`src/rtl/sef_pkg.sv`:
```
package sef_pkg;

   typedef enum logic [1:0] {
      SEF_SIMPLE = 2'd0,
      SEF_HS_IN  = 2'd1,
      SEF_HS_OUT = 2'd2
   } sef_mode_e;

   function automatic sef_mode_e sef_decode(input logic hs, input logic dir);
      if (!hs)     return SEF_SIMPLE;
      else if (dir) return SEF_HS_OUT;
      else         return SEF_HS_IN;
   endfunction

   // which latch access completes the clear in the given mode
   function automatic logic sef_second_step(input sef_mode_e m,
                                            input logic rd,
                                            input logic wr);
      return (m == SEF_HS_OUT) ? wr : rd;
   endfunction

endpackage

```
`src/rtl/sef_sync.sv`:
```
module sef_sync #(
   parameter int STAGES = 2
) (
   input  logic clk,
   input  logic rst_n,
   input  logic d,
   output logic q
);
   logic [STAGES-1:0] chain;

   generate
      for (genvar i = 0; i < STAGES; i++) begin : g_stage
         if (i == 0) begin : g_first
            always_ff @(posedge clk or negedge rst_n) begin
               if (!rst_n) chain[0] <= 1'b0;
               else        chain[0] <= d;
            end
         end else begin : g_next
            always_ff @(posedge clk or negedge rst_n) begin
               if (!rst_n) chain[i] <= 1'b0;
               else        chain[i] <= chain[i-1];
            end
         end
      end
   endgenerate

   assign q = chain[STAGES-1];
endmodule

```
`src/rtl/sef_edge_det.sv`:
```
module sef_edge_det (
   input  logic clk,
   input  logic rst_n,
   input  logic lvl,
   input  logic rise_sel,
   output logic hit
);
   logic prev;

   always_ff @(posedge clk or negedge rst_n) begin
      if (!rst_n) prev <= 1'b0;
      else        prev <= lvl;
   end

   always_comb begin
      if (rise_sel) hit = lvl & ~prev;
      else          hit = ~lvl & prev;
   end
endmodule

```
`src/rtl/sef_flag_ctl.sv`:
```
module sef_flag_ctl (
   input  logic clk,
   input  logic rst_n,
   input  logic edge_hit,
   input  logic stat_rd,
   input  logic step_two,
   output logic flag,
   output logic armed
);
   logic clr_hit;

   assign clr_hit = armed & step_two;

   always_ff @(posedge clk or negedge rst_n) begin
      if (!rst_n) begin
         flag  <= 1'b0;
         armed <= 1'b0;
      end else begin
         // a new edge always wins over a clear and cancels the arm
         if (edge_hit) begin
            flag  <= 1'b1;
            armed <= 1'b0;
         end else if (clr_hit) begin
            flag  <= 1'b0;
            armed <= 1'b0;
         end else if (stat_rd && flag) begin
            armed <= 1'b1;
         end
      end
   end
endmodule

```
`src/rtl/strobe_edge_flag.sv`:
```
module strobe_edge_flag #(
   parameter int SYNC_STAGES = 2
) (
   input  logic clk,
   input  logic rst_n,
   input  logic strobe_in,
   input  logic edge_rise_sel,
   input  logic irq_en,
   input  logic hs_en,
   input  logic dir_out,
   input  logic stat_rd,
   input  logic latch_rd,
   input  logic latch_wr,
   output logic flag_o,
   output logic armed_o,
   output logic irq_o
);
   import sef_pkg::*;

   generate
      if (SYNC_STAGES < 2) begin : g_bad_sync
         $error("strobe_edge_flag: SYNC_STAGES must be at least 2");
      end
   endgenerate

   logic      strobe_s;
   logic      edge_hit;
   logic      step_two;
   sef_mode_e mode;

   sef_sync #(.STAGES(SYNC_STAGES)) u_sync (
      .clk   (clk),
      .rst_n (rst_n),
      .d     (strobe_in),
      .q     (strobe_s)
   );

   sef_edge_det u_edge (
      .clk      (clk),
      .rst_n    (rst_n),
      .lvl      (strobe_s),
      .rise_sel (edge_rise_sel),
      .hit      (edge_hit)
   );

   assign mode     = sef_decode(hs_en, dir_out);
   assign step_two = sef_second_step(mode, latch_rd, latch_wr);

   sef_flag_ctl u_ctl (
      .clk      (clk),
      .rst_n    (rst_n),
      .edge_hit (edge_hit),
      .stat_rd  (stat_rd),
      .step_two (step_two),
      .flag     (flag_o),
      .armed    (armed_o)
   );

   assign irq_o = flag_o & irq_en;
endmodule

```
`config.mk`:
```
export PLATFORM = sky130hd
export DESIGN_NAME = strobe_edge_flag
export DESIGN_NICKNAME = d
export VERILOG_FILES = /design/src/rtl/sef_pkg.sv /design/src/rtl/sef_sync.sv /design/src/rtl/sef_edge_det.sv /design/src/rtl/sef_flag_ctl.sv /design/src/rtl/strobe_edge_flag.sv
export SDC_FILE = /design/constraint.sdc
export NUM_CORES = 1
export LEC_CHECK = 0
export BUFFER_PORTS_ARGS = -buffer_cell sky130_fd_sc_hd__clkbuf_2
export CORE_AREA = 2 2 39 41
export DETAILED_ROUTE_END_ITERATION = 8
export DIE_AREA = 0 0 41 43
export GPL_ROUTABILITY_DRIVEN = 0
export GPL_TIMING_DRIVEN = 0
export PLACE_DENSITY = 0.35
export SYNTH_ARGS = -nofsm -noshare
export SYNTH_HDL_FRONTEND = slang
export SYNTH_HIERARCHICAL = 1
export SYNTH_SLANG_ARGS = --single-unit
```
`constraint.sdc`:
```
create_clock -name clk -period 1.1 [get_ports clk]
set_input_delay 0.165 -clock clk [delete_from_list [all_inputs] [get_ports clk]]
set_output_delay 0.165 -clock clk [all_outputs]
set_load 0.01 [all_outputs]
```
# Word-level counts from Yosys, hierarchy flattened

Index checks and enable logic that the tools add are counted.

Register bits after elaboration: 5
Bits of input ports: 10
Output and inout port bits: 3
Logic and storage cells: 24

Eq/ne operators: 1
Muxes and demuxes: 9
Bitwise logic cells: 6
Reductions and logical operators: 3

Operators with widths:

| operator                              | number |
|---|---|
| 1-bit two-way mux                     | 7 |
| 1-bit bitwise AND                     | 4 |
| 2-bit two-way mux                     | 2 |
| 3-bit nonzero test                    | 1 |
| 2-bit == test (second input constant) | 1 |
| 1-bit NOT                             | 2 |
| 2-bit nonzero test                    | 1 |
| 1-bit logical AND                     | 1 |

# Longest topological paths before layout

Gate-level depths: netlist of run 1.

Word-level depth: 7
Depth in mapped cells: 4
Mapped depth without buffers: 4

# By module

Netlist of run 1, hierarchy kept.

By module, submodules not included:

| module           | instances | cells an instance | area each (um^2) | sequential area each (um^2) |
|---|---|---|---|---|
| sef_flag_ctl     | 1         | 7                 | 80.1             | 50.0 |
| sef_sync         | 1         | 2                 | 50.0             | 50.0 |
| sef_edge_det     | 1         | 4                 | 47.5             | 25.0 |
| strobe_edge_flag | 1         | 3                 | 25.0             | 0.0 |

# Worst setup path before layout of run 1

No wires, ideal clock.

Path type: input to register
Start point: input hs_en
End point: register u_ctl.armed
Library setup time: 77 ps
Data arrival time: 757 ps
Data required time: 1023 ps
Setup slack: 266 ps
Stages on the path: 4
Path buffers: 0
Path through: nand2_1 > mux2_4 > nand2b_1 > a21oi_1

Word-level cells in the longest chain between the ends: 6
Elaborated cells between the ends (all ways): 7
Classes of those cells: eq/ne (1); mux (4); bitwise (1); reduce/logical (1)

Ends and longest elaborated chain:

| item                 | RTL line               | RTL |
|---|---|---|
| from (decl)          | strobe_edge_flag.sv:9  | `input logic hs_en,` |
| 2-bit two-way mux *  | sef_pkg.sv:10          | `if (!hs) return SEF_SIMPLE;` |
| 2-bit == test *      | sef_pkg.sv:19          | `return (m == SEF_HS_OUT) ? wr : rd;` |
| 1-bit two-way mux *  | sef_pkg.sv:19          |  |
| named net step_two   | strobe_edge_flag.sv:28 | `logic step_two;` |
| 1-bit bitwise AND *  | sef_flag_ctl.sv:12     | `assign clr_hit = armed & step_two;` |
| 1-bit two-way mux    | sef_flag_ctl.sv:23     | `end else if (clr_hit) begin` |
| 1-bit two-way mux    | sef_flag_ctl.sv:20     | `if (edge_hit) begin` |
| to (signal assigned) | sef_flag_ctl.sv:22     | `armed <= 1'b0;` |
| to (signal assigned) | sef_flag_ctl.sv:25     | `armed <= 1'b0;` |
| to (signal assigned) | sef_flag_ctl.sv:27     | `armed <= 1'b1;` |
| to (decl)            | sef_flag_ctl.sv:8      | `output logic armed` |

Mark *: on every way through the listed nets, which the timed path passes. The rest lies on a longest branch.
A chain may end at the register's enable or synchronous reset.

# Worst setup path after layout of run 1

Start point: register u_ctl.flag
End point: output irq_o

Word-level cells in the longest chain between the ends: 1

Ends and longest elaborated chain:

| item                   | RTL line               | RTL |
|---|---|---|
| from (decl)            | sef_flag_ctl.sv:7      | `output logic flag,` |
| from (signal assigned) | sef_flag_ctl.sv:16     | `flag <= 1'b0;` |
| from (signal assigned) | sef_flag_ctl.sv:21     | `flag <= 1'b1;` |
| from (signal assigned) | sef_flag_ctl.sv:24     | `flag <= 1'b0;` |
| 1-bit bitwise AND      | strobe_edge_flag.sv:59 | `assign irq_o = flag_o & irq_en;` |
| to (decl)              | strobe_edge_flag.sv:16 | `output logic irq_o` |

Every way passes these cells.

==> summary.txt, run 1 <==
Status: complete, no violations
H-Tree Depth: 1
Initial core utilization: 0.146
Worst path required time: 0.94 ns
Clock power share: 0.364
Largest net degree at the start of global routing: 6
Pwr per Cell Area: 1710 nW/µm²
Vias per cell: 3.54
Hold/Removal Path Class: in2reg
Worst-Margin Slew: 0.128 ns
PortBufs: 12
Via count: 177
Synth Net Count: 26
RSZ-0062 raised after global routing: no
Synthesized cell area: 203 µm²
WL met1: 143 µm
Core Area: 1380 µm²
Vias in the first global route: 176
Clock root buffer: clkbuf_4
DIE WIDTH: 41 µm
Post-route cell area: 327 µm²
Initial drt markers: 0
Skew-Pair Late Insertion Delay: 0.23 ns
Worst-path fanout max: 3
Startpoint Class: flop
Total CTS buffers: 3
CTS tree: yes
Setup_tns: 0 ns
Mean Syn Cell Area: 12.7 µm²
Final period util: 0.948
Chip height: 43 µm
Clock Sinks: 5
Sw power: 139 µW
Num ports: 13
Drc violations: 0
Post-Syn Instances: 16
Layout cells sized above 1: 0.529
Switching Fraction: 0.248
Worst Hold Margin: 0.0354 ns
Total Die Area: 1760 µm²
Int Power: 421 µW
Comb power frac: 0.226
GRT Total Usage: 0.0587
Layout Area Growth over Synthesis: 61.1%
Post-layout min period: 1.04 ns
Worst slew margin: 0.915
YS warnings: 6
Critical path arrival: 0.88 ns
Peak Freq: 959 MHz
Placed cell areas: 283 µm²
Std cell rows: 14
CTS clk-pin slew, worst paths: 0.04 ns
Sequential Power Share: 0.410
Worst setup path class: reg2out
Routed WL: 391 µm
Clk_skew: 0.00101 ns
Number of synthesized register bits: 5
Fillers: 147
Peak VDD IR: 0.544 mV
CTS max path bufs: 2
Final hold violation count: 0
DP HPWL: 340 µm
Nets: 45
# diodes: 0
P_leak: 0.000165 µW
MaxCap Viol Count: 0
GRT Residual Overflow: 0
Global-route wire length before repair: 614 µm
Sequential fraction of the synthesis area: 0.617
Routed length per instance: 7.82 µm
Met2 wire len: 229 µm
Top Layer Used: met3
Antenna Nets Post-Route: 0
Synth unique cells: 9
Antenna violations before repair: 0
Worst setup EP type: primary output
Met3 routed WL: 18 µm
First-pass DRT Iterations: 1
Fin. max-slew vios: 0
Finish-stage setup viols: 0
==> layer usage <==
layer,track usage,up-vias
li1,-,90
met1,0.0561,82
met2,0.0719,5
met3,0.0314,0
met4,0.0800,0
met5,0,-
==> power groups by stage <==
stage	clock network, µW	registers, µW	logic [µW]
final	204	230	126
after global routing	237	233	140
after CTS	214	234	111
after detailed placement	0	237	108
after global placement	0	234	106
after floorplan	0	242	45.3
==> cells by family after synthesis <==
logic type	Yosys count	synth area share
mux	1	0.0741
simple gates	7	0.204
compound gates	3	0.105
flops	5	0.617
==> critical path, stage by stage, from the launching register on <==
cell     delay (ns)
dfrtp_1        0.38
and2_1         0.14
buf_2          0.13
==> what timing repair did <==
action | 4_1_cts | 5_1_grt
endpoints found under the setup margin | 0 | 1
gates resized for setup | 0 | 1
endpoints found under the hold margin | 5 | 0
setup buffers | 0 | 1
hold buffers | 1 | 0
==> cell type report <==
class / instances / area, µm² / area share
Tap cell: 16 / 20.0 / 0.0613
Multi-Input combinational cell: 11 / 77.6 / 0.238
Timing Repair Buffer: 14 / 77.6 / 0.238
Sequential cell: 5 / 125 / 0.383
Clock buffer: 4 / 26.3 / 0.0805
==> sequential cells by signal (all words and copies together), names as in the netlist <==
name / count
u_ctl/armed: 1
u_ctl/flag: 1
u_edge/prev: 1
u_sync/chain: 1
u_sync/q: 1
==> placed cells by master (no fill, tap or decap), types with 2 or more instances in the layout <==
| cell type | instances |
|---|---|
| nand2b_1 | 2 |
| nand2_1 | 2 |
| dfrtp_1 | 5 |
| nand3b_1 | 2 |
| clkbuf_4 | 3 |
| clkbuf_2 | 11 |
==> metrics by stage <==
stage	total power (µW)	setup WS (ns)	instances	utilization
6_report	560	0.0571	50	0.236
3_5_place_dp	345	0.124	44	0.204
3_3_place_gp	340	0.147	44	0.204
4_1_cts	559	0.00905	49	0.231
5_1_grt	610	0.00272	50	0.236
2_1_floorplan	287	0.266	16	-
==> cells in the mapped netlist <==
cell type  number  share of area
dfrtp_1         5           0.62
nand2_1         2          0.037
nand2b_1        2          0.062
nand3b_1        2          0.074
a21o_1          1          0.037
a21oi_1         1          0.025
and2_1          1          0.031
mux2_4          1          0.074
o21ai_2         1          0.043
==> path summary, 6_finish.rpt <==
kind	end	slack (ns)	depth (start not counted)	startpoint
worst max-delay path	irq_o	0.06	2	u_ctl/flag
worst min-delay path	u_sync/chain[0]	0.04	1	strobe_in
worst max register to register	u_ctl/armed	0.26	3	u_sync/q
worst min register to register	u_sync/q	0.36	0	u_sync/chain[0]
max in group asynchronous	u_edge/prev	0.68	2	rst_n
min in group asynchronous	u_sync/chain[0]	0.28	2	rst_n
(Power assumes the default switching activity.)
==> inputs of run 2 (changes only) <==
PLACE_DENSITY = 0.43   (was 0.35)
==> summary.txt, run 2 (synthesis gave the netlist of run 1 again) <==
Status: complete, no violations
Pwr per Cell Area: 1720 nW/µm²
Routed WL: 373 µm
Switching Fraction: 0.256
Clock root buffer: clkbuf_4
Initial drt markers: 1
H-Tree Depth: 1
CP Cell Sequence: and2_1 > clkbuf_2
Antenna Nets Post-Route: 0
Worst slew margin: 0.914
CP max-delay cell: dfrtp_1
Max stage delay on crit path: 0.39 ns
RSZ-0062 raised after global routing: yes
Clk_skew: 0.00540 ns
Sequential Power Share: 0.421
Std cell rows: 14
Critical path arrival: 0.89 ns
Worst setup path class: reg2out
Startpoint Class: flop
Commonest non-fill, non-tap cell in the layout: clkbuf_2
Worst-path fanout max: 4
MaxCap Viol Count: 0
P_leak: 0.000160 µW
Fillers: 152
Post-CTS Setup Repair Bufs: 0
Vias in the first global route: 187
Clock Sinks: 5
Total CTS buffers: 3
Largest net degree at the start of global routing: 6
Via count: 171
DP HPWL: 302 µm
Peak VDD IR: 0.899 mV
Worst Hold Margin: 0.0332 ns
Worst setup EP type: primary output
# diodes: 0
Layout cells sized above 1: 0.515
Worst-Margin Slew: 0.128 ns
Area of the multi-input gates: 77.6 µm²
Setup_tns: 0 ns
Chip height: 43 µm
Routed length per instance: 7.61 µm
Peak Freq: 944 MHz
Global-route wire length before repair: 676 µm
Fin. max-slew vios: 0
Vias per cell: 3.49
Nets: 44
CTS clk-pin slew, worst paths: 0.05 ns
Clock power share: 0.385
Total Die Area: 1760 µm²
Sw power: 140 µW
Antenna violations before repair: 0
DIE WIDTH: 41 µm
CTS max path bufs: 2
CP bufs+invs: 1
Layout Area Growth over Synthesis: 57.4%
PortBufs: 12
First-pass DRT Iterations: 4
Drc violations: 0
Skew-Pair Late Insertion Delay: 0.24 ns
Finish-stage setup viols: 0
Final period util: 0.963
GRT Total Usage: 0.0617
Post-route cell area: 319 µm²
Final hold violation count: 0
Num ports: 13
Worst path required time: 0.94 ns
CP top delay family: flip-flops
Post-layout min period: 1.06 ns
GRT Residual Overflow: 0
Hold/Removal Path Class: in2reg
FF+latch area: 125 µm²
Placed cell areas: 283 µm²
Int Power: 408 µW
Core Area: 1380 µm²
Initial core utilization: 0.146
Most frequent cells in the layout: 12 x clkbuf_2, 5 x dfrtp_1, 3 x clkbuf_4
Comb power frac: 0.194
CTS tree: yes
## run 2: cell count changes in the layout (fill, tap and decap cells not counted), sizes merged
cell	change
buf	-2
clkbuf	+1
## run 2: path summary, 6_finish.rpt
check	startpoint	end	slack, ns	cells past startpoint
min in group asynchronous	rst_n	u_sync/q	0.27	2
worst min-delay path	strobe_in	u_sync/chain[0]	0.03	1
worst min register to register	u_sync/chain[0]	u_sync/q	0.34	0
worst max register to register	u_sync/q	u_ctl/armed	0.26	3
worst max-delay path	u_ctl/flag	irq_o	0.04	2
max in group asynchronous	rst_n	u_edge/prev	0.69	2
## run 2: layout make-up
type,count,share of cell area
clock buffers,4,0.0824
multi-input cells,11,0.243
flip-flops and latches,5,0.392
well taps,16,0.0627
repair buffers,13,0.220
## run 2: through the flow
stage | setup WS, ns | power (µW) | utilization | cells
6_report | 0.0409 | 548 | 0.231 | 49
5_1_grt | -0.0229 | 598 | 0.231 | 49
4_1_cts | 0.00316 | 564 | 0.231 | 49
3_5_place_dp | 0.130 | 341 | 0.204 | 44
3_3_place_gp | 0.148 | 338 | 0.204 | 44
2_1_floorplan | 0.266 | 287 | - | 16
## run 2: power by group through the flow
stage | Clock [µW] | Combinational [µW] | Sequential (µW)
after floorplan | 0 | 45.3 | 242
after global placement | 0 | 105 | 233
after detailed placement | 0 | 106 | 235
after CTS | 223 | 109 | 232
after global routing | 239 | 122 | 237
final | 211 | 107 | 231
## run 2: repair_timing
action | CTS | global route
hold endpoints to repair | 5 | 0
gates resized for setup | 0 | 0
hold buffers | 1 | 0
setup endpoints to repair | 0 | 1
## run 2: routing by layer
layer / track usage / share of wire / up-vias
met5: 0 / 0 / -
met4: 0.0200 / 0 / 0
met3: 0.0628 / 0.11 / 0
met2: 0.0844 / 0.43 / 10
met1: 0.0627 / 0.45 / 71
li1: - / - / 90
==> inputs of run 3 (changes only) <==
ABC_AREA = 1   (was not set)
==> summary.txt, run 3 <==
Sequential fraction of the synthesis area: 0.621
Fin. max-slew vios: 0
Total Die Area: 1760 µm²
Peak Freq: 995 MHz
Core Util, Final: 0.230
Status: complete, no violations
Ys async rst share: 1.00
Largest net degree at the start of global routing: 6
Startpoint Class: flop
First-pass DRT Iterations: 4
Worst-Margin Slew: 0.123 ns
MaxCap Viol Count: 0
Drc violations: 0
CP startpoint: u_ctl/flag
Layout Area Growth over Synthesis: 57.8%
Mean Syn Cell Area: 8.39 µm²
Worst-path fanout max: 4
Post-Syn Instances: 24
PnR worst setup slack: 0.0954 ns
Main combinational cell family by area after synthesis: simple AND/OR/NAND/NOR gates
Vias per cell: 3.37
Synth unique cells: 6
Top cells by area, synth: dfrtp_1 62%, nand2_1 17%, inv_1 9.3%, nand3_1 7.5%, a21oi_1 2.5%
Placed cell areas: 282 µm²
Layout cells sized above 1: 0.366
Clock Sinks: 5
Worst path required time: 0.94 ns
Routed length per instance: 5.98 µm
Nets: 52
Post-CTS sizing: 0
GRT Total Usage: 0.0536
Finish-stage setup viols: 0
Worst setup path class: reg2out
Most common cell in the netlist: nand2_1
Adder-Cell Fraction of Synth Area: 0
Antenna violations before repair: 0
Antenna Nets Post-Route: 0
Worst setup EP type: primary output
CTS max path bufs: 2
Synth Net Count: 34
Synthesized cell area: 201 µm²
Most frequent cells in the layout: 12 x clkbuf_2, 9 x nand2_1, 5 x inv_1, 5 x dfrtp_1
P_leak: 0.000192 µW
Num ports: 13
Post-route cell area: 318 µm²
Hold Crit Start: strobe_in
Chip height: 43 µm
Skew-Pair Late Insertion Delay: 0.24 ns
Post-layout min period: 1.00 ns
Global-route wire length before repair: 552 µm
Number of synthesized register bits: 5
Post-synthesis mux area share: 0
Initial drt markers: 1
DIE WIDTH: 41 µm
CTS tree: yes
Yosys top cell by area: dfrtp_1
Routed WL: 341 µm
Worst slew margin: 0.918
Xor and xnor fraction of the mapped netlist area: 0
GRT Residual Overflow: 0
RSZ-0062 raised after global routing: no
Area fraction in compound gates after synthesis: 0.0248
Critical path arrival: 0.84 ns
Hold/Removal Path Class: in2reg
Std cell rows: 14
Fillers: 153
# diodes: 0
EDFF count, synth: 0
Peak VDD IR: 0.553 mV
Total CTS buffers: 3
Initial core utilization: 0.146
Vias in the first global route: 165
Commonest non-fill, non-tap cell in the layout: clkbuf_2
Final period util: 0.913
Via count: 192
Post-synthesis simple-gate area fraction: 0.261
RR Startpoint: u_sync/q
Core Area: 1380 µm²
PortBufs: 12
Setup_tns: 0 ns
CTS clk-pin slew, worst paths: 0.04 ns
Post-synth top area share: 0.621
YS warnings: 6
Most frequent cells after synthesis: 9 x nand2_1, 5 x dfrtp_1, 5 x inv_1
Clk_skew: 0.000189 ns
Clock root buffer: clkbuf_4
DP Worst Slack: 0.282 ns
DP HPWL: 289 µm
Most used DFF post-synth: dfrtp_1
Pwr per Cell Area: 1740 nW/µm²
Final hold violation count: 0
H-Tree Depth: 1
-- run 3: timing repair --
action                                  in CTS  in global routing
endpoints found under the setup margin       0                  1
setup buffers                                0                  0
hold endpoints to repair                     5                  0
hold buffers                                 1                  0
-- run 3: layout make-up --
type	instances	area, µm²	share of cell area
inverters	5	18.8	0.0591
flip-flops and latches	5	125	0.394
well taps	16	20.0	0.0630
repair buffers	13	70.1	0.220
multi-input cells	14	57.6	0.181
clock buffers	4	26.3	0.0827
-- run 3: routing by layer --
metal	vias to the layer above	GRT usage	routed length, µm
met4	0	0.0600	0
met2	7	0.0656	152
met3	0	0.0471	34
met1	80	0.0462	154
met5	-	0	0
li1	105	-	-
-- run 3: worst max-delay path, cell delays in order (launching register included) --
cell and delay [ns]:
dfrtp_1 0.39, nand2_1 0.06, inv_1 0.03, clkbuf_2 0.11
-- run 3: final timing paths --
check,end,slack [ns],cells past startpoint
max in group asynchronous,u_edge/prev,0.70,2
min reg2reg,u_sync/q,0.35,0
max,irq_o,0.1,3
min,u_sync/chain[0],0.03,1
min in group asynchronous,u_ctl/armed,0.27,2
max reg2reg,u_ctl/armed,0.28,6
-- run 3: logic make-up (layout without fill, tap and decap cells) --
| logic type | Yosys count | in the layout |
|---|---|---|
| AOI/OAI and AO/OA | 1 | 1 |
| buffers and inverters | 5 | 22 |
| DFF | 5 | 5 |
| and+or+nand+nor | 13 | 13 |
-- run 3: power breakdown --
part | total (µW) | leakage [µW] | internal [µW] | switching (µW)
sequential | 235 | 0.0000581 | 214 | 21.5
clock | 207 | 0.0000150 | 137 | 70.3
combinational | 110 | 0.000119 | 52.5 | 57.8
-- run 3: metrics by stage --
stage / power, µW / std cells / hold WS, ns
final: 553 / 57 / 0.0316
after floorplan: 291 / 24 / -0.131
after global placement: 351 / 52 / -0.0129
after CTS: 575 / 57 / 0.0192
after detailed placement: 351 / 52 / -0.0134
after global routing: 608 / 57 / 0.0213
